### config.mk
export PLATFORM = sky130hd
export DESIGN_NAME = nand_read_seq
export DESIGN_NICKNAME = d
export VERILOG_FILES = /design/src/rtl/nrs_pkg.sv /design/src/rtl/nrs_sync.sv /design/src/rtl/nrs_dev.sv /design/src/rtl/nand_read_seq.sv
export SDC_FILE = /design/constraint.sdc
export NUM_CORES = 1
export LEC_CHECK = 0
export BUFFER_PORTS_ARGS = -buffer_cell sky130_fd_sc_hd__buf_2
export CAP_MARGIN = 30
export CORE_ASPECT_RATIO = 1.2
export CORE_MARGIN = 5
export CORE_UTILIZATION = 58
export DETAILED_ROUTE_END_ITERATION = 7
export PLACE_DENSITY = 0.82
export SETUP_SLACK_MARGIN = 0.15
export SYNTH_ARGS = -nofsm -noshare
export SYNTH_HDL_FRONTEND = slang
export SYNTH_SLANG_ARGS = --single-unit
### constraint.sdc
create_clock -name clk -period 3.6 [get_ports clk]
set_input_delay 0.36 -clock clk [delete_from_list [all_inputs] [get_ports clk]]
set_output_delay 0.36 -clock clk [all_outputs]
set_load 0.02 [all_outputs]
### src/rtl/nrs_pkg.sv
package nrs_pkg;

    localparam int unsigned PAGE_BYTES      = 528;
    localparam int unsigned PAGES_PER_BLOCK = 32;
    localparam int unsigned BLOCK_BYTES     = PAGE_BYTES * PAGES_PER_BLOCK;
    localparam int unsigned ROW_HI_STRIDE   = PAGE_BYTES * 256;
    localparam int unsigned NDEV            = 2;

    localparam logic [7:0] CMD_GO_IDLE  = 8'hFF;
    localparam logic [7:0] CMD_RD_LO    = 8'h00;
    localparam logic [7:0] CMD_RD_HI    = 8'h01;
    localparam logic [7:0] CMD_RD_SPARE = 8'h50;

    typedef enum logic [1:0] {
        ST_IDLE,
        ST_RD_LO,
        ST_RD_HI,
        ST_RD_SPARE
    } rd_state_t;

    typedef struct packed {
        logic       ce2_n;
        logic       ce1_n;
        logic       cle;
        logic       ale;
        logic       re_n;
        logic       we_n;
        logic [7:0] io;
    } bus_t;

    // Read-only device content: block count header, patterned image, erased rest
    function automatic logic [7:0] image_byte(input logic [31:0] a, input logic [31:0] img_len);
        logic [31:0] nblk;
        logic [31:0] k;
        logic [31:0] sh;
        nblk = (img_len + BLOCK_BYTES - 1) / BLOCK_BYTES;
        k    = a - BLOCK_BYTES;
        sh   = nblk >> {a[1:0], 3'b000};
        if (a < 32'd4)
            return sh[7:0];
        else if (a >= BLOCK_BYTES && k < img_len)
            return k[7:0] ^ k[15:8];
        else
            return 8'hFF;
    endfunction

endpackage

### src/rtl/nrs_sync.sv
module nrs_sync #(
    parameter int          W   = 8,
    parameter logic [W-1:0] RST = '1
) (
    input  logic         clk,
    input  logic         rst_n,
    input  logic [W-1:0] d,
    output logic [W-1:0] cur,
    output logic [W-1:0] prev
);
    logic [W-1:0] meta;

    always_ff @(posedge clk or negedge rst_n) begin
        if (!rst_n) begin
            meta <= RST;
            cur  <= RST;
            prev <= RST;
        end else begin
            meta <= d;
            cur  <= meta;
            prev <= cur;
        end
    end
endmodule

### src/rtl/nrs_dev.sv
module nrs_dev
    import nrs_pkg::*;
#(
    parameter int AW = 26
) (
    input  logic          clk,
    input  logic          rst_n,
    input  logic          cmd_ev,
    input  logic          adr_ev,
    input  logic          inc_ev,
    input  logic [7:0]    bus_byte,
    output logic [AW-1:0] addr,
    output logic          err_ev
);
    rd_state_t  st, st_n;
    logic [1:0] cyc;
    logic       rd_cmd;
    logic [AW-1:0] col_off;

    // state register
    always_ff @(posedge clk or negedge rst_n) begin
        if (!rst_n) st <= ST_IDLE;
        else        st <= st_n;
    end

    // next state and protocol check
    always_comb begin
        st_n   = st;
        err_ev = 1'b0;
        rd_cmd = 1'b0;
        if (cmd_ev) begin
            unique case (bus_byte)
                CMD_GO_IDLE:  st_n = ST_IDLE;
                CMD_RD_LO:    begin st_n = ST_RD_LO;    rd_cmd = 1'b1; end
                CMD_RD_HI:    begin st_n = ST_RD_HI;    rd_cmd = 1'b1; end
                CMD_RD_SPARE: begin st_n = ST_RD_SPARE; rd_cmd = 1'b1; end
                default:      err_ev = 1'b1;
            endcase
        end
        if (adr_ev && (st == ST_IDLE || cyc == 2'd3))
            err_ev = 1'b1;
    end

    always_comb begin
        unique case (st)
            ST_RD_HI:    col_off = AW'(32'h100);
            ST_RD_SPARE: col_off = AW'(32'h200);
            default:     col_off = '0;
        endcase
    end

    // address build and read increment
    always_ff @(posedge clk or negedge rst_n) begin
        if (!rst_n) begin
            addr <= '0;
            cyc  <= 2'd0;
        end else begin
            if (adr_ev && !err_ev) begin
                unique case (cyc)
                    2'd0:    addr <= AW'(32'(bus_byte)) + col_off;
                    2'd1:    addr <= addr + AW'(32'(bus_byte) * ROW_HI_STRIDE);
                    2'd2:    addr <= addr + AW'(32'(bus_byte) * PAGE_BYTES);
                    default: addr <= addr;
                endcase
                cyc <= cyc + 2'd1;
            end else if (inc_ev) begin
                addr <= addr + AW'(1);
            end
            if (rd_cmd) cyc <= 2'd0;
        end
    end

    // spare read command lands in its state with a cleared cycle count
    a_r2_cmd_spare: assert property (@(posedge clk) disable iff (!rst_n)
        (cmd_ev && bus_byte == CMD_RD_SPARE) |=> (st == ST_RD_SPARE && cyc == 2'd0));
    // a read increment advances the address by one
    a_r5_inc: assert property (@(posedge clk) disable iff (!rst_n)
        (inc_ev && !adr_ev) |=> (addr == $past(addr) + AW'(1)));
    // a fourth address cycle leaves the address alone
    a_r10_fourth_cycle: assert property (@(posedge clk) disable iff (!rst_n)
        (adr_ev && cyc == 2'd3 && !inc_ev) |=> $stable(addr));
endmodule

### src/rtl/nand_read_seq.sv
module nand_read_seq
    import nrs_pkg::*;
#(
    parameter int          AW       = 26,
    parameter logic [31:0] IMG_LEN0 = 32'd131072,
    parameter logic [31:0] IMG_LEN1 = 32'd20000
) (
    input  logic       clk,
    input  logic       rst_n,
    input  logic       ce1_n,
    input  logic       ce2_n,
    input  logic       cle,
    input  logic       ale,
    input  logic       re_n,
    input  logic       we_n,
    input  logic [7:0] io_in,
    output logic [7:0] io_out,
    output logic       io_oe,
    output logic [1:0] rdy,
    output logic       proto_err
);
    localparam int BW = $bits(bus_t);
    localparam logic [31:0] IMG_LEN [NDEV] = '{IMG_LEN0, IMG_LEN1};

    bus_t raw, cur, prev;
    logic we_rise, re_fall, re_rise, cmd_cyc, adr_cyc;
    logic [NDEV-1:0] wsel, rsel, err_ev, inc_ev;
    logic [AW-1:0]   dev_addr [NDEV];
    logic [7:0]      dev_byte [NDEV];
    logic            rd_active, rd_dev;
    logic [7:0]      dout;

    assign raw = {ce2_n, ce1_n, cle, ale, re_n, we_n, io_in};

    nrs_sync #(.W(BW), .RST({BW{1'b1}})) u_sync (
        .clk(clk), .rst_n(rst_n), .d(raw), .cur(cur), .prev(prev)
    );

    assign we_rise = cur.we_n & ~prev.we_n;
    assign re_fall = ~cur.re_n & prev.re_n;
    assign re_rise = cur.re_n & ~prev.re_n;
    assign cmd_cyc = we_rise & prev.cle & ~prev.ale;
    assign adr_cyc = we_rise & prev.ale & ~prev.cle;
    assign wsel    = {prev.ce1_n & ~prev.ce2_n, ~prev.ce1_n};
    assign rsel    = {cur.ce1_n & ~cur.ce2_n, ~cur.ce1_n};

    for (genvar d = 0; d < NDEV; d++) begin : g_dev
        assign inc_ev[d] = re_rise & rd_active & (rd_dev == 1'(d));
        nrs_dev #(.AW(AW)) u_dev (
            .clk(clk), .rst_n(rst_n),
            .cmd_ev(cmd_cyc & wsel[d]),
            .adr_ev(adr_cyc & wsel[d]),
            .inc_ev(inc_ev[d]),
            .bus_byte(prev.io),
            .addr(dev_addr[d]),
            .err_ev(err_ev[d])
        );
        assign dev_byte[d] = image_byte(32'(dev_addr[d]), IMG_LEN[d]);
    end

    always_ff @(posedge clk or negedge rst_n) begin
        if (!rst_n) begin
            rd_active <= 1'b0;
            rd_dev    <= 1'b0;
            dout      <= 8'h00;
            rdy       <= 2'b11;
            proto_err <= 1'b0;
        end else begin
            if (re_fall && rsel != '0) begin
                rd_active <= 1'b1;
                rd_dev    <= rsel[1];
                dout      <= dev_byte[rsel[1]];
            end else if (re_rise) begin
                rd_active <= 1'b0;
            end
            for (int d = 0; d < NDEV; d++)
                if (rsel[d]) rdy[d] <= cur.re_n & cur.we_n;
            if (|err_ev) proto_err <= 1'b1;
        end
    end

    assign io_out = dout;
    assign io_oe  = rd_active;

    // the error flag never clears outside reset
    a_r10_err_sticky: assert property (@(posedge clk) disable iff (!rst_n)
        proto_err |=> proto_err);
    // once the read strobe has settled high the bus is released
    a_r8_bus_released: assert property (@(posedge clk) disable iff (!rst_n)
        (cur.re_n && prev.re_n) |-> !io_oe);
    // a read strobe with no chip enable never drives the bus
    a_r7_no_select: assert property (@(posedge clk) disable iff (!rst_n)
        (re_fall && cur.ce1_n && cur.ce2_n && !rd_active) |=> !io_oe);
endmodule

======== Word level (Yosys, flattened, before mapping) ========
Cells that the tools add are included.
storage, ports and cells
  flip-flop bits (word level) ............. 115
  input bits .............................. 16
  output and inout bits ................... 12
  logic and storage cells ................. 143
cells by class
  add/subtract/negate cells ............... 12
  multiply operators ...................... 2
  $lt $le $gt $ge ......................... 7
  equality and inequality tests ........... 15
  shift operators ......................... 2
  muxes and demuxes ....................... 30
  bitwise operators ....................... 30
  reductions and logical operators ........ 30
operator list
  cell                      count
  $pmux W26 S3              2
  $mux W26                  4
  $mux W8                   7
  $sub A26 B15 Y27 const B  2
  $add A26 B1 Y26 const B   2
  $add A26 B18 Y26          2
  $add A26 B26 Y26          2
  $ge A26 B15 Y1 const B    2
  $lt A26 B3 Y1 const B     2
  $pmux W10 S2              2
  $lt A32 B15 Y1 const B    1
  $lt A32 B18 Y1 const B    1
  $mul A8 B6 Y14 const B    2
  $add A8 B10 Y11           2
  $and A1 B1 Y1             17
  $eq A2 B2 Y1 const B      8
  $xor A8 B8 Y8             2
  $reduce_bool A2 Y1        6
  $mux W1                   10
  $not A1 Y1                10
  $eq A8 B1 Y1 const B      1
  $eq A8 B7 Y1 const B      1
  $eq A8 B8 Y1 const B      1
  $logic_not A2 Y1          4
  other kinds (18)          35

======== Logic depth before layout (Yosys ltp) ========
Gate-level depths: netlist (run 1).
  word-level depth ........................ 11
  mapped depth ............................ 15
  gate-level depth less buffers ........... 15

======== Modules after synthesis ========
Synthesis (run 1) repeated with hierarchy kept, for this count alone.
unflattened totals
  cell total of the unflattened synthesis .. 1196
  area, all modules ....................... 10322.4 µm²
modules (own cells, without submodules)
  module                     times used  cells each  area an instance (µm²)  seq. area each (µm²)
  nrs_dev at g_dev[1].u_dev  1           476         3853.7                  750.7
  nrs_dev at g_dev[0].u_dev  1           457         3658.5                  750.7
  nand_read_seq              1           221         1706.6                  327.8
  nrs_sync                   1           42          1103.6                  1103.6

======== Worst setup path after synthesis (run 1) ========
No wires, ideal clock.
  kind .................................... reg-to-reg
  start point ............................. reg u_sync.prev[2]
  end point ............................... reg g_dev[0].u_dev.addr[18]
  library setup time ...................... 0.131 ns
  arrival time ............................ 3.848 ns
  data required time ...................... 3.469 ns
  setup slack ............................. -0.380 ns
  cell stages (with the launch flop) ...... 15
  buffers on the path ..................... 0
  clock period less this slack ............ 3.980 ns
  cell sequence ........................... dfstp_2 -> ha_1 -> ha_1 -> ha_1 -> fa_1 -> a21oi_1 -> nor2b_1 -> xnor2_1 -> ha_1 -> a21o_1 -> a21o_1 -> a21o_1 -> a41oi_1 -> nor3_1 -> or3_1
on the way
  cells in the longest elaborated chain, start to end .. 9
  elaborated cells on any way between the ends .. 19
  those cells by class .................... add/sub (2); mul (2); eq/ne (4); mux (5); reduce/logical (6)
ends and longest elaborated chain
  what                                                      line            source
  start, declared                                           nrs_sync.sv:9   output logic [W-1:0] prev
  start signal, assigned                                    nrs_sync.sv:21  prev <= cur;
  branches (longest 9 deep; another with $add A26 B18 Y26)  -
  end signal, assigned                                      nrs_dev.sv:60   2'd0: addr <= AW'(32'(bus_byte)) + col_off;
  end signal, assigned                                      nrs_dev.sv:61   2'd1: addr <= addr + AW'(32'(bus_byte) * ROW_HI_STRIDE);
  end signal, assigned                                      nrs_dev.sv:62   2'd2: addr <= addr + AW'(32'(bus_byte) * PAGE_BYTES);
  end, declared                                             nrs_dev.sv:12   output logic [AW-1:0] addr,
Parallel ways; which one is timed is not known.
A chain may end at the register's enable or synchronous reset.

======== Worst setup path in the final report (run 1) ========
  start point ............................. reg u_sync.prev[7]
  end point ............................... reg g_dev[0].u_dev.addr[20]
Same word-level chain as after synthesis.

==> flow_summary_export.csv, run 1 <==
group,metric,value,unit
place,dp_hpwl,22100,um
global_routing,grt_busiest_layer,"met2",
timing,timing.final.crit_share,1.03,
routing,firstDrtPassIters,7,
routing,drc,0,
timing,setup_slack,-0.0965,ns
synthesis,synth_top_area_cell,"dfrtp_1",
worst_setup_path,arrival,4.06,ns
clock_network,cts_inserted_buffers,17,
pwr,clkPwrFrac,0.394,
routing,drtAntennaViolNets,0,
worst_setup_path,cp_num_buf_inv,2,
synthesis,synth_flop_cell,"dfrtp_1",
clock_network,hold_buffers,0,
die,die_x,129,um
timing,fin_crit,3.70,ns
cells_and_area,area_growth,17.8,%
worst_setup_path,cpMostUsedCell,"ha_4",
pwr,p_int,2.81,mW
routing,drt_wl_total,32600,um
synthesis,async_flop_share,1.00,
global_routing,grt_pass1_vias,9737,
clock_network,clkTransAtPathRegs,0.06,ns
die,die_h,153,um
job,cap_violations,0,
global_routing,use_met2,0.497,
place,pre_cts_ws,-0.0220,ns
pwr,power.leakage,5.00,nW
cells_and_area,fillers,1203,
die,dieArea,19700,um2
pwr,ir_worst_vdd,0.507,mV
pwr,pwr-share-comb,0.231,
timing,finalSetupViolations,4,
timing,fmax,0.271,GHz
pwr,p_sw,1.39,mW
place,place_area,10500,um2
clock_network,clock_path_buffers,2,
worst_setup_path,critPathKind,"flop to flop",
die,io_pins,28,
global_routing,grt_pass1_wl,50400,um
timing,hold_slack,0.00341,ns
die,std_cell_rows,52,
clock_network,cts_tree,"done",
timing,report.final.hold_viol_count,0,
worst_setup_path,start_kind,"flop",
global_routing,grtUsageMet3,0.0719,
worst_setup_path,critical_path_required,3.96,ns
synthesis,synth_nets,1268,
global_routing,grt_max_degree,65,
routing,via_per_inst,7.09,
clock_network,clockRootBuffer,"clkbuf_16",
routing,dr_total_vias,10300,
worst_setup_path,critical_path.top_delay_family,"compound AO/OA/AOI/OAI gates",
routing,drt_iter0_markers,1313,
synthesis,syn_area,9840,um2
worst_setup_path,cp-startpoint,"u_sync.prev[7]",
outcome,status,"complete, but fails checks",
routing,avgRoutedWirePerCell,22.4,um
worst_setup_path,crit_path_end_kind,"flop",
synthesis,yosysSeqAreaShare,0.298,
worst_setup_path,cpMaxStageDelayCell,"dfstp_2",
worst_setup_path,max_stage_delay,0.56,ns
global_routing,grtUsageTotal,0.320,
pwr,switching_share,0.331,
synthesis,synth_cell_types,87,
global_routing,use_met1,0.400,
synthesis,syn_inst,1165,
synthesis,ys_ff_latch,115,
pwr,powerDensity,362,nW/um2
worst_setup_path,worstPathMaxFanout,3,
synthesis,synth_top_area_frac,0.181,
timing,rsz0062_at_grt,"yes",
die,start_util,0.586,
clock_network,htree_levels,4,
cells_and_area,drive_above_1_share,0.220,
synthesis,yosysWarnings,0,
cells_and_area,design_area,11600,um2
outcome,violations,"setup timing",
place,port-buffer-count,27,
worst_setup_path,crit_chain,"ha_4 > ha_4 > ha_4 > fa_2 > a21oi_2 > nor2b_2 > xnor2_2 > buf_4 > ha_4 > a21o_1 > a21o_1 > a21o_1 > buf_4 > a21oi_1 > o21ai_1 > a41o_1 > nor2_1",
pwr,power_frac_seq,0.375,
place,place_congestion,0.963,
timing,worstMarginPinSlew,0.940,ns
die,fp.coreArea,16800,um2
timing,slew_headroom,0.370,
clock_network,clkSinkCount,115,
global_routing,antenna_found_initial,1,
global_routing,overflow,0,
synthesis,synth_edf_count,0,
synthesis,syn_avg_cell_area,8.45,um2
hold_path,hp-class,"input pin to asynchronous set/reset pin",
clock_network,clk_latency,0.43,ns
worst_setup_path,timing.rr.start,"u_sync.prev[7]",
cells_and_area,final_nets,1324,
timing,skew,0.00919,ns
synthesis,synthTopCellsByArea,"dfrtp_1 18%, dfstp_2 12%, ha_1 10%",
timing,slew_violations,0,
logic make-up (layout without fill, tap and decap cells):
group | after synthesis | in the layout | synth area share
simple gates | 375 | 375 | 0.197
flops | 115 | 115 | 0.298
other cells | 0 | 1 | 0
xor+xnor | 88 | 88 | 0.0783
mux | 10 | 10 | 0.0107
compound gates | 385 | 385 | 0.258
fa+ha+maj | 87 | 87 | 0.114
buf+inv | 105 | 174 | 0.0435
Yosys cell counts (9+ instances only):
library cell  number
o31ai_1           12
clkbuf_1          42
o22ai_1           10
xnor2_1           56
and4_1             9
a21oi_1          114
a211o_1           13
xor2_1            32
a41oi_1           11
nor2_1            69
inv_1             39
nand2_1          101
buf_2             19
dfrtp_1           71
dfstp_2           44
a211oi_1          14
o211ai_1          10
and3_1            19
ha_1              82
a31oi_1           16
a21o_1            19
o21ai_1           13
nor3_1            39
nor4_1            20
nand3_1           37
o21ai_0           72
nand4_1           17
final timing paths:
path / to / slack [ns] / cells past startpoint
worst max-delay path: g_dev[0].u_dev.addr[20] / -0.1 / 17
worst min-delay path: g_dev[0].u_dev.addr[11] / 0.003 / 1
worst max register to register: g_dev[0].u_dev.addr[20] / -0.1 / 17
worst min register to register: u_sync.cur[1] / 0.35 / 0
max in group asynchronous: u_sync.cur[6] / 2.77 / 2
min in group clk: u_sync.meta[1] / 0.03 / 1
stage by stage:
| step | power (mW) | std cells | TNS, ns | util |
|---|---|---|---|---|
| after global routing | 4.36 | 1450 | -1.04 | 0.690 |
| after floorplan | 2.13 | 1165 | -0.0566 | - |
| final | 4.20 | 1451 | -0.304 | 0.691 |
| after CTS | 4.11 | 1444 | 0 | 0.671 |
| after global placement | 2.43 | 1403 | 0 | 0.628 |
| after detailed placement | 2.45 | 1403 | -0.0220 | 0.628 |
metal layers:
layer	vias up	wire length (um)	part of all wire
li1	4483	-	-
met1	4778	11600	0.36
met2	772	14900	0.46
met3	258	3420	0.10
met4	0	2650	0.082
met5	-	0	0
cells in the final DEF, fill, tap and decap left out, types with 19 or more instances in the layout:
cell type / Yosys / routed
xor2_1: 32 / 32
a21o_1: 19 / 19
a21oi_1: 114 / 108
nor2_1: 69 / 67
nor3_1: 39 / 37
dfstp_2: 44 / 44
ha_1: 82 / 66
o21ai_0: 72 / 64
nand2_1: 101 / 100
buf_2: 19 / 26
dfrtp_1: 71 / 71
xnor2_1: 56 / 52
and3_1: 19 / 19
inv_1: 39 / 38
nand3_1: 37 / 32
buf_4: 0 / 73
final cells by class:
type	count	area, um2	area share
Tap cell	216	270	0.0233
Sequential cell	115	2930	0.253
Multi-Input combinational cell	945	6960	0.600
Clock buffer	19	443	0.0382
Clock inverter	13	126	0.0109
Inverter	40	150	0.0130
Timing Repair Buffer	102	712	0.0614
Antenna cell	1	2.50	0.000216
timing repair:
item                       in CTS  in global routing
hold endpoints to repair        0                  0
gates resized for setup        16                 52
pin swaps                      17                 22
buffers inserted                9                  6
setup endpoints to repair      18                 22
sequential cells by signal, indices dropped and copies added, names as in the netlist:
| name | count |
|---|---|
| rd_dev | 1 |
| g_dev.u_dev.cyc | 4 |
| io_out | 8 |
| u_sync.prev | 14 |
| u_sync.cur | 14 |
| g_dev.u_dev.addr | 52 |
| io_oe | 1 |
| u_sync.meta | 14 |
| rdy | 2 |
| proto_err | 1 |
| g_dev.u_dev.st | 4 |
power groups by stage:
stage | logic [mW] | registers, mW | clock network [mW]
detailed placement | 0.864 | 1.59 | 0
global placement | 0.848 | 1.58 | 0
finish | 0.970 | 1.57 | 1.65
global route | 1.04 | 1.58 | 1.73
CTS | 0.899 | 1.57 | 1.65
floorplan | 0.536 | 1.59 | 0
No activity file was read; power rests on OpenSTA's default activity.
==> inputs of run 2 (changes only) <==
==> constraint.sdc (replaced) <==
create_clock -name clk -period 3.6 [get_ports clk]
set_input_delay 0.72 -clock clk [delete_from_list [all_inputs] [get_ports clk]]
set_output_delay 0.72 -clock clk [all_outputs]
set_load 0.02 [all_outputs]
==> run 2 against run 1 <==
The flow still finishes with violations (setup timing). Clock power rose by 10%. Final area fell by 0.84%. Wire length fell by 1.1%. Global-route usage fell by 0.12 points. Sequential share of layout area rose by 0.21 points. Sequential cell count did not move. Total power rose by 3.9%. Fmax rose by 0.52%. Largest power group unchanged. Hold slack improved by 0.34 ns. Die area did not move. Combinational power fell by 1%.
==> flow_summary_export.csv, run 2 (synthesis gave the netlist of run 1 again) <==
group,metric,value,unit
outcome,status,"complete, but fails checks",
outcome,violations,"setup timing",
global_routing,grt_max_degree,61,
global_routing,grt_pass1_vias,9728,
cells_and_area,fillers,1222,
routing,drt_wl_total,32200,um
cells_and_area,drive_above_1_share,0.204,
clock_network,hold_buffers,0,
timing,slew_violations,0,
die,die_h,153,um
die,fp.coreArea,16800,um2
cells_and_area,fin_cells,1445,
cells_and_area,final_cell_mix,"110 x a21oi_1, 99 x nand2_1, 71 x dfrtp_1",
global_routing,overflow,0,
die,io_pins,28,
clock_network,clkTransAtPathRegs,0.06,ns
global_routing,grt_pass1_wl,50200,um
routing,avgRoutedWirePerCell,22.3,um
routing,via_per_inst,7.00,
worst_setup_path,crit_path_end_kind,"flop",
routing,dr_total_vias,10100,
timing,tns,-0.151,ns
timing,hold_slack,0.341,ns
timing,fin_crit,3.68,ns
cells_and_area,layout_commonest_cell,"a21oi_1",
timing,report.final.hold_viol_count,0,
timing,slew_headroom,0.354,
clock_network,cts_inserted_buffers,17,
pwr,finalPower,4.36,mW
cells_and_area,final_nets,1318,
global_routing,antenna_found_initial,0,
timing,timing.final.crit_share,1.02,
clock_network,cts_tree,"done",
clock_network,clk_latency,0.43,ns
clock_network,clock_path_buffers,2,
timing,setup_slack,-0.0772,ns
place,dp.cells,1398,
worst_setup_path,worstPathMaxFanout,3,
routing,firstDrtPassIters,7,
place,place_congestion,0.971,
routing,drt_iter0_markers,1236,
place,port-buffer-count,27,
clock_network,htree_levels,4,
pwr,power.leakage,4.96,nW
clock_network,clkSinkCount,115,
timing,finalSetupViolations,5,
hold_path,hp-class,"input pin to asynchronous set/reset pin",
worst_setup_path,arrival,3.97,ns
die,std_cell_rows,52,
pwr,powerDensity,379,nW/um2
cells_and_area,largest_reg_flops,52,
worst_setup_path,reg2reg_slack,-0.08,ns
clock_network,clockRootBuffer,"clkbuf_16",
die,start_util,0.586,
pwr,ir_worst_vdd,0.465,mV
place,dp_hpwl,22000,um
job,cap_violations,0,
worst_setup_path,critical_path_required,3.90,ns
routing,drc,0,
worst_setup_path,r2r_cells,15,
global_routing,grtUsageTotal,0.319,
timing,rsz0062_at_grt,"yes",
timing,fmax,0.272,GHz
worst_setup_path,timing.rr.start,"u_sync.prev[7]",
worst_setup_path,start_kind,"flop",
cells_and_area,max_flop_register,"g_dev.u_dev.addr",
routing,drtAntennaViolNets,0,
die,dieArea,19700,um2
worst_setup_path,critPathKind,"flop to flop",
timing,skew,0.0133,ns
die,die_x,129,um
worst_setup_path,r2r-end,"g_dev[0].u_dev.addr[18]",
cells_and_area,area_growth,16.8,%
timing,worstMarginPinSlew,0.963,ns
## run 2: cell types whose count changed in the layout (fill, tap and decap cells not counted), sizes merged
cell	change
inv	+1
bufinv	+2
clkinvlp	-1
clkinv	-2
buf	-6
## run 2: area by class of cell
class                      count  area (um2)  area share
tap                          216         270      0.0235
sequential                   115        2930       0.255
clock buffer                  19         453      0.0394
clock inverter                13         170      0.0148
timing repair buffer          96         691      0.0601
inverter                      40         150      0.0131
antenna                        1        2.50    0.000218
multi-input combinational    945        6830       0.594
## run 2: metrics by stage
step | worst slack, ns | instance area, um2 | utilization
final | -0.0772 | 11500 | 0.685
after detailed placement | -0.0272 | 10500 | 0.627
after CTS | 0.0839 | 11300 | 0.671
after global placement | 0.0481 | 10500 | 0.627
after floorplan | -0.0566 | 9950 | -
after global routing | -0.137 | 11500 | 0.685
## run 2: metal layers
| metal | global-route usage | up-vias | routed length [um] |
|---|---|---|---|
| met5 | 0 | - | 0 |
| met4 | 0.194 | 0 | 2400 |
| met3 | 0.0624 | 216 | 3190 |
| met2 | 0.507 | 690 | 15000 |
| met1 | 0.396 | 4738 | 11600 |
| li1 | - | 4466 | - |
## run 2: critical path, cell delays in order (launching register included)
cell     delay (ns)
dfstp_2        0.55
ha_4           0.21
ha_4           0.22
ha_4           0.16
fa_2           0.37
a21oi_2        0.18
nor2b_2        0.07
xnor2_2        0.19
buf_4          0.17
ha_4           0.20
a21o_1         0.15
a21o_1         0.16
a21o_1         0.20
a41oi_2        0.29
nor3_1         0.10
or3_1          0.32
## run 2: worst max-delay path by stage
stage	from	to	slack, ns	cells past startpoint
finish	u_sync.prev[7]	g_dev[0].u_dev.addr[18]	-0.08	15
global route	u_sync.prev[7]	g_dev[0].u_dev.addr[18]	-0.14	15
CTS	u_sync.prev[7]	g_dev[0].u_dev.addr[18]	0.08	15
detailed placement	u_sync.prev[7]	g_dev[0].u_dev.addr[18]	-0.03	15
global placement	u_sync.prev[7]	g_dev[1].u_dev.addr[22]	0.05	15
floorplan	u_sync.prev[1]	g_dev[1].u_dev.addr[22]	-0.06	15
## run 2: report_power, final
group	leakage, nW	switching (mW)	internal [mW]
combinational	3.24	0.554	0.401
sequential	1.42	0.158	1.43
clock	0.297	0.684	1.13
## run 2: repair_timing
| item | CTS | global route |
|---|---|---|
| setup endpoints to repair | 19 | 22 |
| setup buffers | 11 | 3 |
| pin swaps | 23 | 14 |
| gates resized for setup | 11 | 35 |
| endpoints found under the hold margin | 0 | 0 |
